===== src/rtl/acc_pkg.sv =====
package acc_pkg;

   typedef enum logic [1:0] {
      POL_WRAP   = 2'd0,
      POL_WIDE   = 2'd1,
      POL_NARROW = 2'd2
   } sat_pol_e;

   function automatic sat_pol_e pick_pol(input logic sat_on, input logic narrow);
      if (!sat_on)     return POL_WRAP;
      else if (narrow) return POL_NARROW;
      else             return POL_WIDE;
   endfunction

endpackage


===== src/rtl/acc_addsub.sv =====
module acc_addsub #(
   parameter int W         = 40,
   parameter int OVF_STYLE = 0
) (
   input  logic [W-1:0] a,
   input  logic [W-1:0] b,
   input  logic         sub,
   input  logic         zero_a,
   output logic [W-1:0] sum,
   output logic         ov_top,
   output logic         true_neg
);
   logic [W-1:0] a_eff;
   logic [W-1:0] b_eff;

   assign a_eff = zero_a ? '0 : a;
   assign b_eff = sub ? ~b : b;

   generate
      if (OVF_STYLE == 0) begin : g_sign_cmp
         assign sum    = a_eff + b_eff + W'(sub);
         assign ov_top = (a_eff[W-1] == b_eff[W-1]) && (sum[W-1] != a_eff[W-1]);
      end else begin : g_carry_xor
         logic         cout;
         logic         cin_msb;
         assign {cout, sum} = {1'b0, a_eff} + {1'b0, b_eff} + (W+1)'(sub);
         assign cin_msb     = sum[W-1] ^ a_eff[W-1] ^ b_eff[W-1];
         assign ov_top      = cin_msb ^ cout;
      end
   endgenerate

   // On overflow the real sign is the common sign of the two inputs.
   assign true_neg = ov_top ? a_eff[W-1] : sum[W-1];

endmodule


===== src/rtl/acc_clamp.sv =====
module acc_clamp
   import acc_pkg::*;
#(
   parameter int W       = 40,
   parameter int GUARD_W = 8
) (
   input  logic [W-1:0] sum,
   input  logic         ov_top,
   input  logic         true_neg,
   input  sat_pol_e     pol,
   output logic [W-1:0] res,
   output logic         sat_hit,
   output logic         guard_ovf
);
   localparam int LOW_W = W - GUARD_W;

   localparam logic [W-1:0] WIDE_POS   = {1'b0, {(W-1){1'b1}}};
   localparam logic [W-1:0] WIDE_NEG   = {1'b1, {(W-1){1'b0}}};
   localparam logic [W-1:0] NARROW_POS = {{(GUARD_W+1){1'b0}}, {(LOW_W-1){1'b1}}};
   localparam logic [W-1:0] NARROW_NEG = {{(GUARD_W+1){1'b1}}, {(LOW_W-1){1'b0}}};

   logic [GUARD_W:0]   upper;
   logic               narrow_ov;
   logic [GUARD_W-1:0] res_guard;

   assign upper     = sum[W-1:LOW_W-1];
   assign narrow_ov = ov_top || !((&upper) || !(|upper));

   always_comb begin
      res     = sum;
      sat_hit = 1'b0;
      unique case (pol)
         POL_WIDE: begin
            if (ov_top) begin
               res     = true_neg ? WIDE_NEG : WIDE_POS;
               sat_hit = 1'b1;
            end
         end
         POL_NARROW: begin
            if (narrow_ov) begin
               res     = true_neg ? NARROW_NEG : NARROW_POS;
               sat_hit = 1'b1;
            end
         end
         default: begin
            sat_hit = ov_top;
         end
      endcase
   end

   assign res_guard = res[W-1:LOW_W];
   assign guard_ovf = (pol != POL_NARROW) && !((&res_guard) || !(|res_guard));

endmodule


===== src/rtl/acc_slice.sv =====
module acc_slice #(
   parameter int W = 40
) (
   input  logic         clk,
   input  logic         rst_n,
   input  logic         upd,
   input  logic [W-1:0] res,
   input  logic         sat_hit,
   input  logic         guard_ovf,
   input  logic         clr,
   output logic [W-1:0] acc_q,
   output logic         ovf_q,
   output logic         sat_q
);
   always_ff @(posedge clk or negedge rst_n) begin
      if (!rst_n) begin
         acc_q <= '0;
         ovf_q <= 1'b0;
         sat_q <= 1'b0;
      end else begin
         if (upd) begin
            acc_q <= res;
            ovf_q <= guard_ovf;
         end
         if (upd && sat_hit) sat_q <= 1'b1;
         else if (clr)       sat_q <= 1'b0;
      end
   end

   // an idle slice keeps value and guard flag
   a_r2_idle_hold: assert property (@(posedge clk) disable iff (!rst_n)
      !upd |=> ($stable(acc_q) && $stable(ovf_q)));

   // saturation flag persists without a clear
   a_r7_sticky: assert property (@(posedge clk) disable iff (!rst_n)
      (sat_q && !clr) |=> sat_q);

   // clear wins unless the same edge saturates
   a_r7_clear: assert property (@(posedge clk) disable iff (!rst_n)
      (clr && !(upd && sat_hit)) |=> !sat_q);

endmodule


===== src/rtl/acc_sat_adder.sv =====
module acc_sat_adder
   import acc_pkg::*;
#(
   parameter int ACC_W     = 40,
   parameter int GUARD_W   = 8,
   parameter int OVF_STYLE = 0
) (
   input  logic             clk,
   input  logic             rst_n,
   input  logic             op_valid,
   input  logic [ACC_W-1:0] op_data,
   input  logic             acc_sel,
   input  logic             op_sub,
   input  logic             zero_acc,
   input  logic [1:0]       sat_en,
   input  logic             sat_mode_32,
   input  logic [1:0]       clr_sat,
   input  logic [1:0]       ovf_trap_en,
   input  logic             cat_trap_en,
   output logic [ACC_W-1:0] acc_a,
   output logic [ACC_W-1:0] acc_b,
   output logic [1:0]       ovf_flag,
   output logic [1:0]       sat_flag,
   output logic             ovf_any,
   output logic             sat_any,
   output logic [1:0]       trap_req
);
   localparam int NUM_ACC = 2;
   localparam int LOW_W   = ACC_W - GUARD_W;

   generate
      if (GUARD_W < 1 || LOW_W < 2) begin : g_bad_split
         $error("acc_sat_adder: GUARD_W must leave at least two body bits");
      end
      if (OVF_STYLE != 0 && OVF_STYLE != 1) begin : g_bad_style
         $error("acc_sat_adder: OVF_STYLE must be 0 or 1");
      end
   endgenerate

   logic [ACC_W-1:0] acc_q [NUM_ACC];
   logic [NUM_ACC-1:0] ovf_q;
   logic [NUM_ACC-1:0] sat_q;

   logic [ACC_W-1:0] x_sel;
   sat_pol_e         pol;
   logic [ACC_W-1:0] sum;
   logic             ov_top;
   logic             true_neg;
   logic [ACC_W-1:0] res;
   logic             sat_hit;
   logic             guard_ovf;

   assign x_sel = acc_sel ? acc_q[1] : acc_q[0];
   assign pol   = pick_pol(sat_en[acc_sel], sat_mode_32);

   acc_addsub #(.W(ACC_W), .OVF_STYLE(OVF_STYLE)) u_addsub (
      .a        (x_sel),
      .b        (op_data),
      .sub      (op_sub),
      .zero_a   (zero_acc),
      .sum      (sum),
      .ov_top   (ov_top),
      .true_neg (true_neg)
   );

   acc_clamp #(.W(ACC_W), .GUARD_W(GUARD_W)) u_clamp (
      .sum       (sum),
      .ov_top    (ov_top),
      .true_neg  (true_neg),
      .pol       (pol),
      .res       (res),
      .sat_hit   (sat_hit),
      .guard_ovf (guard_ovf)
   );

   generate
      for (genvar g = 0; g < NUM_ACC; g++) begin : g_acc
         localparam logic SEL = 1'(g);
         logic upd;
         assign upd = op_valid && (acc_sel == SEL);

         acc_slice #(.W(ACC_W)) u_slice (
            .clk       (clk),
            .rst_n     (rst_n),
            .upd       (upd),
            .res       (res),
            .sat_hit   (sat_hit),
            .guard_ovf (guard_ovf),
            .clr       (clr_sat[g]),
            .acc_q     (acc_q[g]),
            .ovf_q     (ovf_q[g]),
            .sat_q     (sat_q[g])
         );

         assign trap_req[g] = (ovf_q[g] && ovf_trap_en[g]) ||
                              (sat_q[g] && !sat_en[g] && cat_trap_en);

         // narrow policy leaves the guard flag clear and the value in 1.31 range
         a_r5_narrow_bound: assert property (@(posedge clk) disable iff (!rst_n)
            (op_valid && acc_sel == SEL && sat_en[g] && sat_mode_32) |=>
            (!ovf_q[g] && ((&acc_q[g][ACC_W-1:LOW_W-1]) || !(|acc_q[g][ACC_W-1:LOW_W-1]))));
      end
   endgenerate

   // the accumulator not selected is untouched
   a_r2_other_stable: assert property (@(posedge clk) disable iff (!rst_n)
      (op_valid && !acc_sel) |=> $stable(acc_q[1]));

   assign acc_a    = acc_q[0];
   assign acc_b    = acc_q[1];
   assign ovf_flag = ovf_q;
   assign sat_flag = sat_q;
   assign ovf_any  = |ovf_q;
   assign sat_any  = |sat_q;

endmodule


===== config.mk =====
export PLATFORM = sky130hd
export DESIGN_NAME = acc_sat_adder
export DESIGN_NICKNAME = d
export VERILOG_FILES = /design/src/rtl/acc_pkg.sv /design/src/rtl/acc_addsub.sv /design/src/rtl/acc_clamp.sv /design/src/rtl/acc_slice.sv /design/src/rtl/acc_sat_adder.sv
export SDC_FILE = /design/constraint.sdc
export NUM_CORES = 1
export LEC_CHECK = 0
export BUFFER_PORTS_ARGS = -buffer_cell sky130_fd_sc_hd__buf_2
export CAP_MARGIN = 0
export CELL_PAD_IN_SITES_DETAIL_PLACEMENT = 0
export CELL_PAD_IN_SITES_GLOBAL_PLACEMENT = 1
export CORE_ASPECT_RATIO = 0.8
export CORE_UTILIZATION = 36
export CTS_BUF_LIST = sky130_fd_sc_hd__clkbuf_8
export CTS_CLUSTER_SIZE = 10
export DETAILED_ROUTE_END_ITERATION = 8
export PLACE_DENSITY_LB_ADDON = 0.25
export REMOVE_ABC_BUFFERS = 1
export SLEW_MARGIN = 20
export SYNTH_ARGS = -nofsm -noshare
export SYNTH_HDL_FRONTEND = slang
export SYNTH_SLANG_ARGS = --single-unit

===== constraint.sdc =====
create_clock -name clk -period 11.18 [get_ports clk]
set_input_delay 2.236 -clock clk [delete_from_list [all_inputs] [get_ports clk]]
set_output_delay 2.236 -clock clk [all_outputs]
set_load 0.03 [all_outputs]

==> results.yml, run 1 <==
run_status:
  run_status: "complete, no violations"
synthesis:
  synth.yosys.warnings: 0
  synth_top_area_share: 0.289
  syn_avg_cell_area_um2: 7.97
  synth_cell_types: 80
  syn_inst: 912
  synth_ff_type: "dfrtp_1"
  synthMuxAreaShare: 0.0654
  synth_top_family_by_area: "compound AO/OA/AOI/OAI gates"
  synth-edff-count: 0
  synth_area_leaders: "dfrtp_1 (29%), a21oi_1 (8.2%), nor2_1 (7.4%)"
  seq_area_frac_synth: 0.289
  synth_xor_area_frac: 0.0938
  synth.most_common_cell: "nor2_1"
  synth-adder-area-share: 0.0681
  synth_seq_cells: 84
  syn-cell-area_mm2: 0.00727
  synth-compound-area-share: 0.248
  netlist_top_cells_count: "nor2_1 (143), a21oi_1 (119), dfrtp_1 (84)"
  synthSimpleGateAreaFrac: 0.194
  async_reset_ff_frac: 1.00
  synth_top_area_cell: "dfrtp_1"
detailed_routing:
  drtPass1Iterations: 5
  ant_nets: 0
  drtIter0Drc: 436
  drc: 0
  vias: 7062
  viasPerCell: 5.48
  wirelength_um: 23800
  post_drt_wl_per_cell_um: 18.5
final_layout:
  synthToLayoutAreaGrowth_pct: 14.5
  n_antenna_cell: 0
  fillers: 2112
  fin_util: 0.421
  drive_gt1_frac: 0.191
  multi_input_area_mm2: 0.00487
  nets: 1112
  regArea_mm2: 0.00210
cts:
  cts-root-buf: "clkbuf_8"
  cts_max_level: 3
  insertion_delay_ns: 0.39
  cts_tree: "done"
  path_clk_slew_ns: 0.08
  cts_setup_buffers: 0
  ctsResizeCount: 0
  postCtsHoldBufs: 0
  clk_path_buf_depth: 2
  cts_inserted_buffers: 9
  clock_sinks: 84
global_route:
  grt_overflow: 0
  grt_max_degree: 47
  grt_pass1_wl_um: 36900
  antenna_found_initial: 0
  grt_pass1_vias: 6595
  track_usage: 0.230
floorplan:
  num_rows: 46
  core-area_mm2: 0.0198
  fp.dieH_um: 129
  io_pins: 142
  initial_utilization: 0.367
  chipWidth_um: 161
  die_area_mm2: 0.0208
worst_setup_path:
  endpoint_kind: "register"
  cp_max_fo: 25
  worstSetupPathType: "in -> reg"
  worst_ep_required_time_ns: 11.49
  start_kind: "primary input"
  critPathLaunch: "acc_sel"
  regToRegStartpoint: "g_acc[0].u_slice.acc_q[24]"
  cp.arrival_ns: 7.93
timing:
  hold_viol_final: 0
  maxSlewViolCount: 0
  clock_skew_ns: 0.00908
  period_needed_ns: 7.62
  setup-tns-final_ns: 0
  grt_setup_unrepaired: "false"
  relSlewSlack: 0.256
  holdWs_ns: 0.504
  worstMarginPinSlew_ns: 1.12
  worst_slack_ns: 3.56
  finalSetupViolCount: 0
  clock.fmax_mhz: 131
  finalCritPeriodShare: 0.681
power:
  power.total_mw: 2.08
  pwr_density_cell_mw_per_mm2: 250
  ir_drop_mv: 0.103
  leakage_nw: 3.67
flow_run:
  drv_cap: 0
placement:
  pre_cts_slack_ns: 3.28
  portBuffers: 141
  hpwl_um: 18300
  routabilityCongestion: 0.927
hold_path:
  worstHoldPathType: "reg -> reg"
  hold_start: "g_acc[0].u_slice.acc_q[39]"
power breakdown:
group / internal [mW] / total, mW / leakage [nW] / switching (mW)
combinational: 0.431 / 1.31 / 2.61 / 0.878
clock: 0.125 / 0.245 / 0.107 / 0.120
sequential: 0.425 / 0.531 / 0.955 / 0.106
through the flow:
| step | area (um2) | cells |
|---|---|---|
| after global placement | 8110 | 1272 |
| after floorplan | 7010 | 859 |
| after detailed placement | 8110 | 1272 |
| after global routing | 8330 | 1288 |
| after CTS | 8330 | 1288 |
| final | 8330 | 1288 |
flip-flops by register name (all words and copies together) (netlist names):
signal               flops
g_acc.u_slice.ovf_q      2
g_acc.u_slice.acc_q     80
g_acc.u_slice.sat_q      2
critical path, stage by stage:
cell,delay [ns]
buf_2,0.59
buf_4,0.50
mux2i_1,0.24
nor2_1,0.06
ha_1,0.46
nand4_1,0.22
o221ai_1,0.25
a21oi_1,0.10
o41ai_2,0.76
a211oi_1,0.23
o21ai_1,0.81
or2_1,0.95
o21ai_0,0.30
a21oi_1,0.22
cell families (layout without fill, tap and decap cells):
group | count (synthesis) | count (layout)
xor+xnor | 77 | 77
mux | 47 | 47
flops | 84 | 84
fa+ha+maj | 39 | 39
compound gates | 290 | 290
buf+inv | 64 | 176
simple gates | 311 | 311
path summary, 6_finish.rpt:
check / end / cells past startpoint / slack (ns)
min in group asynchronous: g_acc[1].u_slice.acc_q[38] / 1 / 1.82
worst max register to register: g_acc[1].u_slice.acc_q[19] / 12 / 6.19
worst min-delay path: g_acc[0].u_slice.acc_q[39] / 2 / 0.50
worst max-delay path: g_acc[1].u_slice.acc_q[19] / 14 / 3.56
max in group asynchronous: g_acc[1].u_slice.acc_q[22] / 2 / 8.38
worst min register to register: g_acc[0].u_slice.acc_q[39] / 2 / 0.50
final cells by class:
cell class              count  share of cell area
multi-input cells         764               0.585
flip-flops and latches     84               0.252
repair buffers            149              0.0922
well taps                 264              0.0397
clock buffers               9              0.0149
clock inverters             7              0.0111
inverters                  11             0.00496
per-layer routing:
layer	vias up	global-route usage	part of all wire
li1	3480	-	-
met1	3354	0.351	0.53
met2	209	0.324	0.39
met3	19	0.0509	0.061
met4	0	0.0533	0.013
met5	-	0	0
cell usage in the layout, fill, tap and decap left out, drive strengths merged, types with 8 or more instances in the layout:
cell	Yosys	layout
nand2	74	74
xor2	53	53
xnor2	24	24
o22ai	11	11
a21oi	121	121
mux2i	43	43
inv	11	12
dfrtp	84	84
nand4	16	16
buf	21	149
o21a	8	8
nand3	16	16
clkbuf	32	9
o21ai	79	79
nor2	144	144
nor3	16	16
or2	8	8
ha	38	38
(Power assumes the default switching activity.)
==> run 2: changes to the inputs <==
==> constraint.sdc (replaced) <==
create_clock -name clk -period 6.2 [get_ports clk]
set_input_delay 1.24 -clock clk [delete_from_list [all_inputs] [get_ports clk]]
set_output_delay 1.24 -clock clk [all_outputs]
set_load 0.03 [all_outputs]
==> run 2 against run 1 <==
Against the previous run:
- clock skew is 0.0075 ns higher
- via count is 1.5% higher
- die area stayed put
- critical path type unchanged
==> results.yml, run 2 (same netlist as run 1, synthesis figures left out) <==
power:
  pwr_density_cell_mw_per_mm2: 443
  power.total_mw: 3.76
  ir_drop_mv: 0.207
  leakage_nw: 3.76
final_layout:
  reg.largest.list: "g_acc.u_slice.acc_q: 80 flops, g_acc.u_slice.ovf_q: 2 flops, g_acc.u_slice.sat_q: 2 flops"
  instances_no_fill: 1303
  synthToLayoutAreaGrowth_pct: 16.7
  largest_reg_flops: 80
  largest_register: "g_acc.u_slice.acc_q"
  final_common_cell: "nor2_1"
  fin_util: 0.429
  final_cell_mix: "nor2_1 (143), buf_2 (140), a21oi_1 (119)"
  n_antenna_cell: 0
  drive_gt1_frac: 0.203
  fillers: 2107
  final_cell_area_mm2: 0.00848
  nets: 1127
detailed_routing:
  ant_nets: 0
  drtIter0Drc: 595
  post_drt_wl_per_cell_um: 18.2
  viasPerCell: 5.50
  drtPass1Iterations: 5
  drc: 0
  wirelength_um: 23700
  vias: 7167
floorplan:
  fp.dieH_um: 129
  num_rows: 46
  io_pins: 142
  core-area_mm2: 0.0198
  die_area_mm2: 0.0208
  chipWidth_um: 161
  initial_utilization: 0.367
cts:
  cts_setup_buffers: 0
  cts-root-buf: "clkbuf_8"
  cts_max_level: 3
  clock_sinks: 84
  postCtsHoldBufs: 0
  clk_path_buf_depth: 2
  path_clk_slew_ns: 0.10
  cts_inserted_buffers: 9
  ctsResizeCount: 0
  cts_tree: "done"
  insertion_delay_ns: 0.39
worst_setup_path:
  cp_cell_sequence: "buf_2 -> nor2_1 -> ha_1 -> nand2_1 -> nor4_1 -> nand4b_1 -> a31oi_1 -> nor3_1 -> xnor2_1 -> nor4bb_1 -> nand4_1 -> and2_4 -> a211oi_4 -> buf_12 -> a21oi_1"
  cp.arrival_ns: 5.82
  worstSetupPathType: "in -> reg"
  worst_ep_required_time_ns: 6.46
  cp_max_fo: 42
  start_kind: "primary input"
  endpoint_kind: "register"
  rr_worst_depth: 15
  max_stage_delay_ns: 0.94
  cp_slowest_cell: "nor4_1"
placement:
  place_area_mm2: 0.00829
  routabilityCongestion: 0.973
  placed_cells: 1287
  hpwl_um: 18300
  portBuffers: 141
  pre_cts_slack_ns: 0.437
timing:
  setup-tns-final_ns: 0
  finalCritPeriodShare: 0.897
  holdWs_ns: 0.509
  worstMarginPinSlew_ns: 1.02
  clock.fmax_mhz: 180
  hold_viol_final: 0
  grt_setup_unrepaired: "false"
  maxSlewViolCount: 0
  period_needed_ns: 5.56
  relSlewSlack: 0.316
  clock_skew_ns: 0.0166
  finalSetupViolCount: 0
  worst_slack_ns: 0.641
global_route:
  grt_util_met3: 0.0336
  grt_overflow: 0
  grt_pass1_vias: 6719
  track_usage: 0.230
  globalRouteMet2Util: 0.327
  antenna_found_initial: 0
  busiest_layer: "met1"
  grt_pass1_wl_um: 37500
  grt.met1_usage: 0.362
  grt_max_degree: 85
hold_path:
  worstHoldPathType: "reg -> reg"
  holdPathStages: 2
flow_run:
  drv_cap: 0
run_status:
  run_status: "complete, no violations"
==> run 2: cell count changes in the layout (fill, tap and decap cells not counted), sizes merged <==
| cell | delta |
|---|---|
| buf | +15 |
| bufinv | -1 |
| clkinv | +2 |
| clkinvlp | -1 |
==> run 2: final cells by class <==
type / count / area (um2) / share of cell area
Tap cell: 264 / 330 / 0.0389
Sequential cell: 84 / 2100 / 0.248
Multi-Input combinational cell: 764 / 4870 / 0.574
Clock buffer: 9 / 124 / 0.0146
Timing Repair Buffer: 164 / 947 / 0.112
Clock inverter: 7 / 68.8 / 0.00811
Inverter: 11 / 41.3 / 0.00487
==> run 2: worst paths after layout <==
check	from	to	slack (ns)
worst min-delay path	g_acc[1].u_slice.acc_q[36]	g_acc[1].u_slice.acc_q[36]	0.51
min in group asynchronous	rst_n	g_acc[1].u_slice.acc_q[34]	0.90
worst max register to register	g_acc[1].u_slice.acc_q[29]	g_acc[0].u_slice.acc_q[3]	1.65
worst min register to register	g_acc[1].u_slice.acc_q[36]	g_acc[1].u_slice.acc_q[36]	0.51
worst max-delay path	zero_acc	g_acc[0].u_slice.acc_q[3]	0.64
max in group asynchronous	rst_n	g_acc[1].u_slice.acc_q[22]	4.75
==> run 2: critical path: cells and delay by family <==
family / cells / cell delay (ns)
and+or+nand+nor: 8 / 2.45
buffers and inverters: 2 / 0.85
AOI/OAI and AO/OA: 3 / 0.63
adders and majority gates: 1 / 0.43
xor gates and xnor gates: 1 / 0.20
==> run 2: report_power, final <==
part	leakage (nW)	switching, mW	internal [mW]	total, mW
Clock	0.100	0.221	0.185	0.406
Sequential	0.955	0.175	0.767	0.942
Combinational	2.71	1.60	0.809	2.41
==> run 2: metal layers <==
layer  wire (um)  vias up
met1       12700     3429
met3        1160       14
met4         208        0
li1            -     3523
met5           0        -
met2        9610      201
==> run 3: changes to the inputs <==
--- a/config.mk
+++ b/config.mk
@@ -14,6 +14,7 @@
 export CTS_BUF_LIST = sky130_fd_sc_hd__clkbuf_8
 export CTS_CLUSTER_SIZE = 10
 export DETAILED_ROUTE_END_ITERATION = 8
+export MAX_ROUTING_LAYER = met4
 export PLACE_DENSITY_LB_ADDON = 0.25
 export REMOVE_ABC_BUFFERS = 1
 export SLEW_MARGIN = 20
==> run 3 against run 2 <==
Against the previous run:
- utilization increased by 0.18 points
- flip-flop and latch count unchanged
- combinational power about the same
- first-iteration DRC count decreased by 13%
==> results.yml, run 3 (same netlist as run 1, synthesis figures left out) <==
power:
  seq_power_share: 0.248
  pwr_density_cell_mw_per_mm2: 449
  switchingPower_mw: 2.00
  switching_share: 0.524
  ir_drop_mv: 0.208
  internal_power_mw: 1.82
  p_clk_frac: 0.120
  power.total_mw: 3.82
  leakage_nw: 3.78
  p_comb_frac: 0.632
timing:
  clock_skew_ns: 0.00966
  period_needed_ns: 5.82
  finalSetupViolCount: 0
  clock.fmax_mhz: 172
  relSlewSlack: 0.329
  worst_slack_ns: 0.382
  setup-tns-final_ns: 0
  hold_viol_final: 0
  holdWs_ns: 0.517
  grt_setup_unrepaired: "false"
  worstMarginPinSlew_ns: 0.997
  maxSlewViolCount: 0
  finalCritPeriodShare: 0.938
worst_setup_path:
  cp_max_fo: 24
  cp_cell_sequence: "buf_2 -> buf_4 -> mux2i_1 -> nor2_1 -> ha_1 -> nand2_1 -> nor4_1 -> nand4b_1 -> a31oi_1 -> nor3_1 -> xnor2_1 -> nor4bb_1 -> nand4_1 -> and2_4 -> a211oi_4 -> buf_12 -> a21oi_1"
  max_stage_delay_ns: 0.91
  start_kind: "primary input"
  cp.arrival_ns: 6.08
  crit_buf_inv: 3
  endpoint_kind: "register"
  worstSetupPathType: "in -> reg"
  crit_family: "simple AND/OR/NAND/NOR gates"
  r2r_slack_ns: 1.64
  cp_slowest_cell: "nor4_1"
  worst_ep_required_time_ns: 6.46
placement:
  place_area_mm2: 0.00829
  hpwl_um: 18300
  placed_cells: 1289
  routabilityCongestion: 0.949
  pre_cts_slack_ns: 0.105
  portBuffers: 141
final_layout:
  reg.largest.list: "g_acc.u_slice.acc_q: 80 flops, g_acc.u_slice.ovf_q: 2 flops, g_acc.u_slice.sat_q: 2 flops"
  largest_register: "g_acc.u_slice.acc_q"
  instances_no_fill: 1305
  fin_util: 0.430
  n_antenna_cell: 0
  final_cell_area_mm2: 0.00852
  final_cell_mix: "nor2_1 (143), buf_2 (140), a21oi_1 (119)"
  largest_reg_flops: 80
  nets: 1129
  synthToLayoutAreaGrowth_pct: 17.2
  final_common_cell: "nor2_1"
  drive_gt1_frac: 0.205
cts:
  path_clk_slew_ns: 0.09
  cts_max_level: 3
  cts_inserted_buffers: 9
  cts_tree: "done"
  insertion_delay_ns: 0.38
  postCtsHoldBufs: 0
  cts_setup_buffers: 0
  clock_sinks: 84
  cts-root-buf: "clkbuf_8"
  clk_path_buf_depth: 2
  ctsResizeCount: 0
global_route:
  grt_pass1_vias: 6741
  grt.met1_usage: 0.365
  grt_util_met3: 0.0323
  grt_max_degree: 85
  globalRouteMet2Util: 0.325
  track_usage: 0.237
  busiest_layer: "met1"
  grt_pass1_wl_um: 37400
  antenna_found_initial: 0
  grt_overflow: 0
floorplan:
  die_area_mm2: 0.0208
  io_pins: 142
  core-area_mm2: 0.0198
  initial_utilization: 0.367
  chipWidth_um: 161
  fp.dieH_um: 129
  num_rows: 46
detailed_routing:
  drc: 0
  post_drt_wl_per_cell_um: 18.0
  ant_nets: 0
  viasPerCell: 5.46
  wirelength_um: 23500
  vias: 7120
  drtIter0Drc: 516
  drtPass1Iterations: 5
hold_path:
  worstHoldPathType: "reg -> reg"
flow_run:
  drv_cap: 0
run_status:
  run_status: "complete, no violations"
[run 3: cell types whose count changed in the layout (fill, tap and decap cells not counted)]
cell	change
buf_12	-1
buf_4	+3
bufinv_16	+1
clkbuf_8	+1
clkinv_2	-2
[run 3: path summary, 6_finish.rpt]
path                                            startpoint                          to  cells past startpoint
min in group asynchronous                            rst_n  g_acc[0].u_slice.acc_q[38]                      1
worst min-delay path            g_acc[0].u_slice.acc_q[39]  g_acc[0].u_slice.acc_q[39]                      2
worst max-delay path                               acc_sel  g_acc[1].u_slice.acc_q[18]                     17
max in group asynchronous                            rst_n  g_acc[0].u_slice.acc_q[17]                      1
worst max register to register  g_acc[0].u_slice.acc_q[29]  g_acc[1].u_slice.acc_q[18]                     15
worst min register to register  g_acc[0].u_slice.acc_q[39]  g_acc[0].u_slice.acc_q[39]                      2
[run 3: per-layer routing]
layer  wire length [um]  vias to the layer above
li1                   -                     3518
met3               1220                       14
met1              12800                     3370
met5                  0                        -
met4                189                        0
met2               9320                      218
[run 3: power by group through the flow]
stage               Combinational, mW  Clock (mW)  Sequential [mW]
finish                           2.42       0.458            0.949
global route                     2.64       0.487            0.980
CTS                              2.41       0.470            0.948
detailed placement               2.39           0            0.959
global placement                 2.39           0            0.967
floorplan                        1.23           0             1.37
[run 3: worst register-to-register path: cells and delay by family (launching register included)]
kind | cells | cell delay (ns)
AND/OR/NAND/NOR | 8 | 2.38
AO/OA/AOI/OAI | 3 | 0.63
XOR/XNOR | 1 | 0.23
adder cells (fa/ha/maj) | 1 | 0.44
flip-flops | 1 | 0.42
buffers and inverters | 1 | 0.22
multiplexers | 1 | 0.14
[run 3: layout make-up]
type	count	area, um2
clock buffers	10	138
well taps	264	330
clock inverters	6	88.8
fillers	2097	11300
flip-flops and latches	84	2100
inverters	11	41.3
repair buffers	166	950
multi-input cells	764	4870
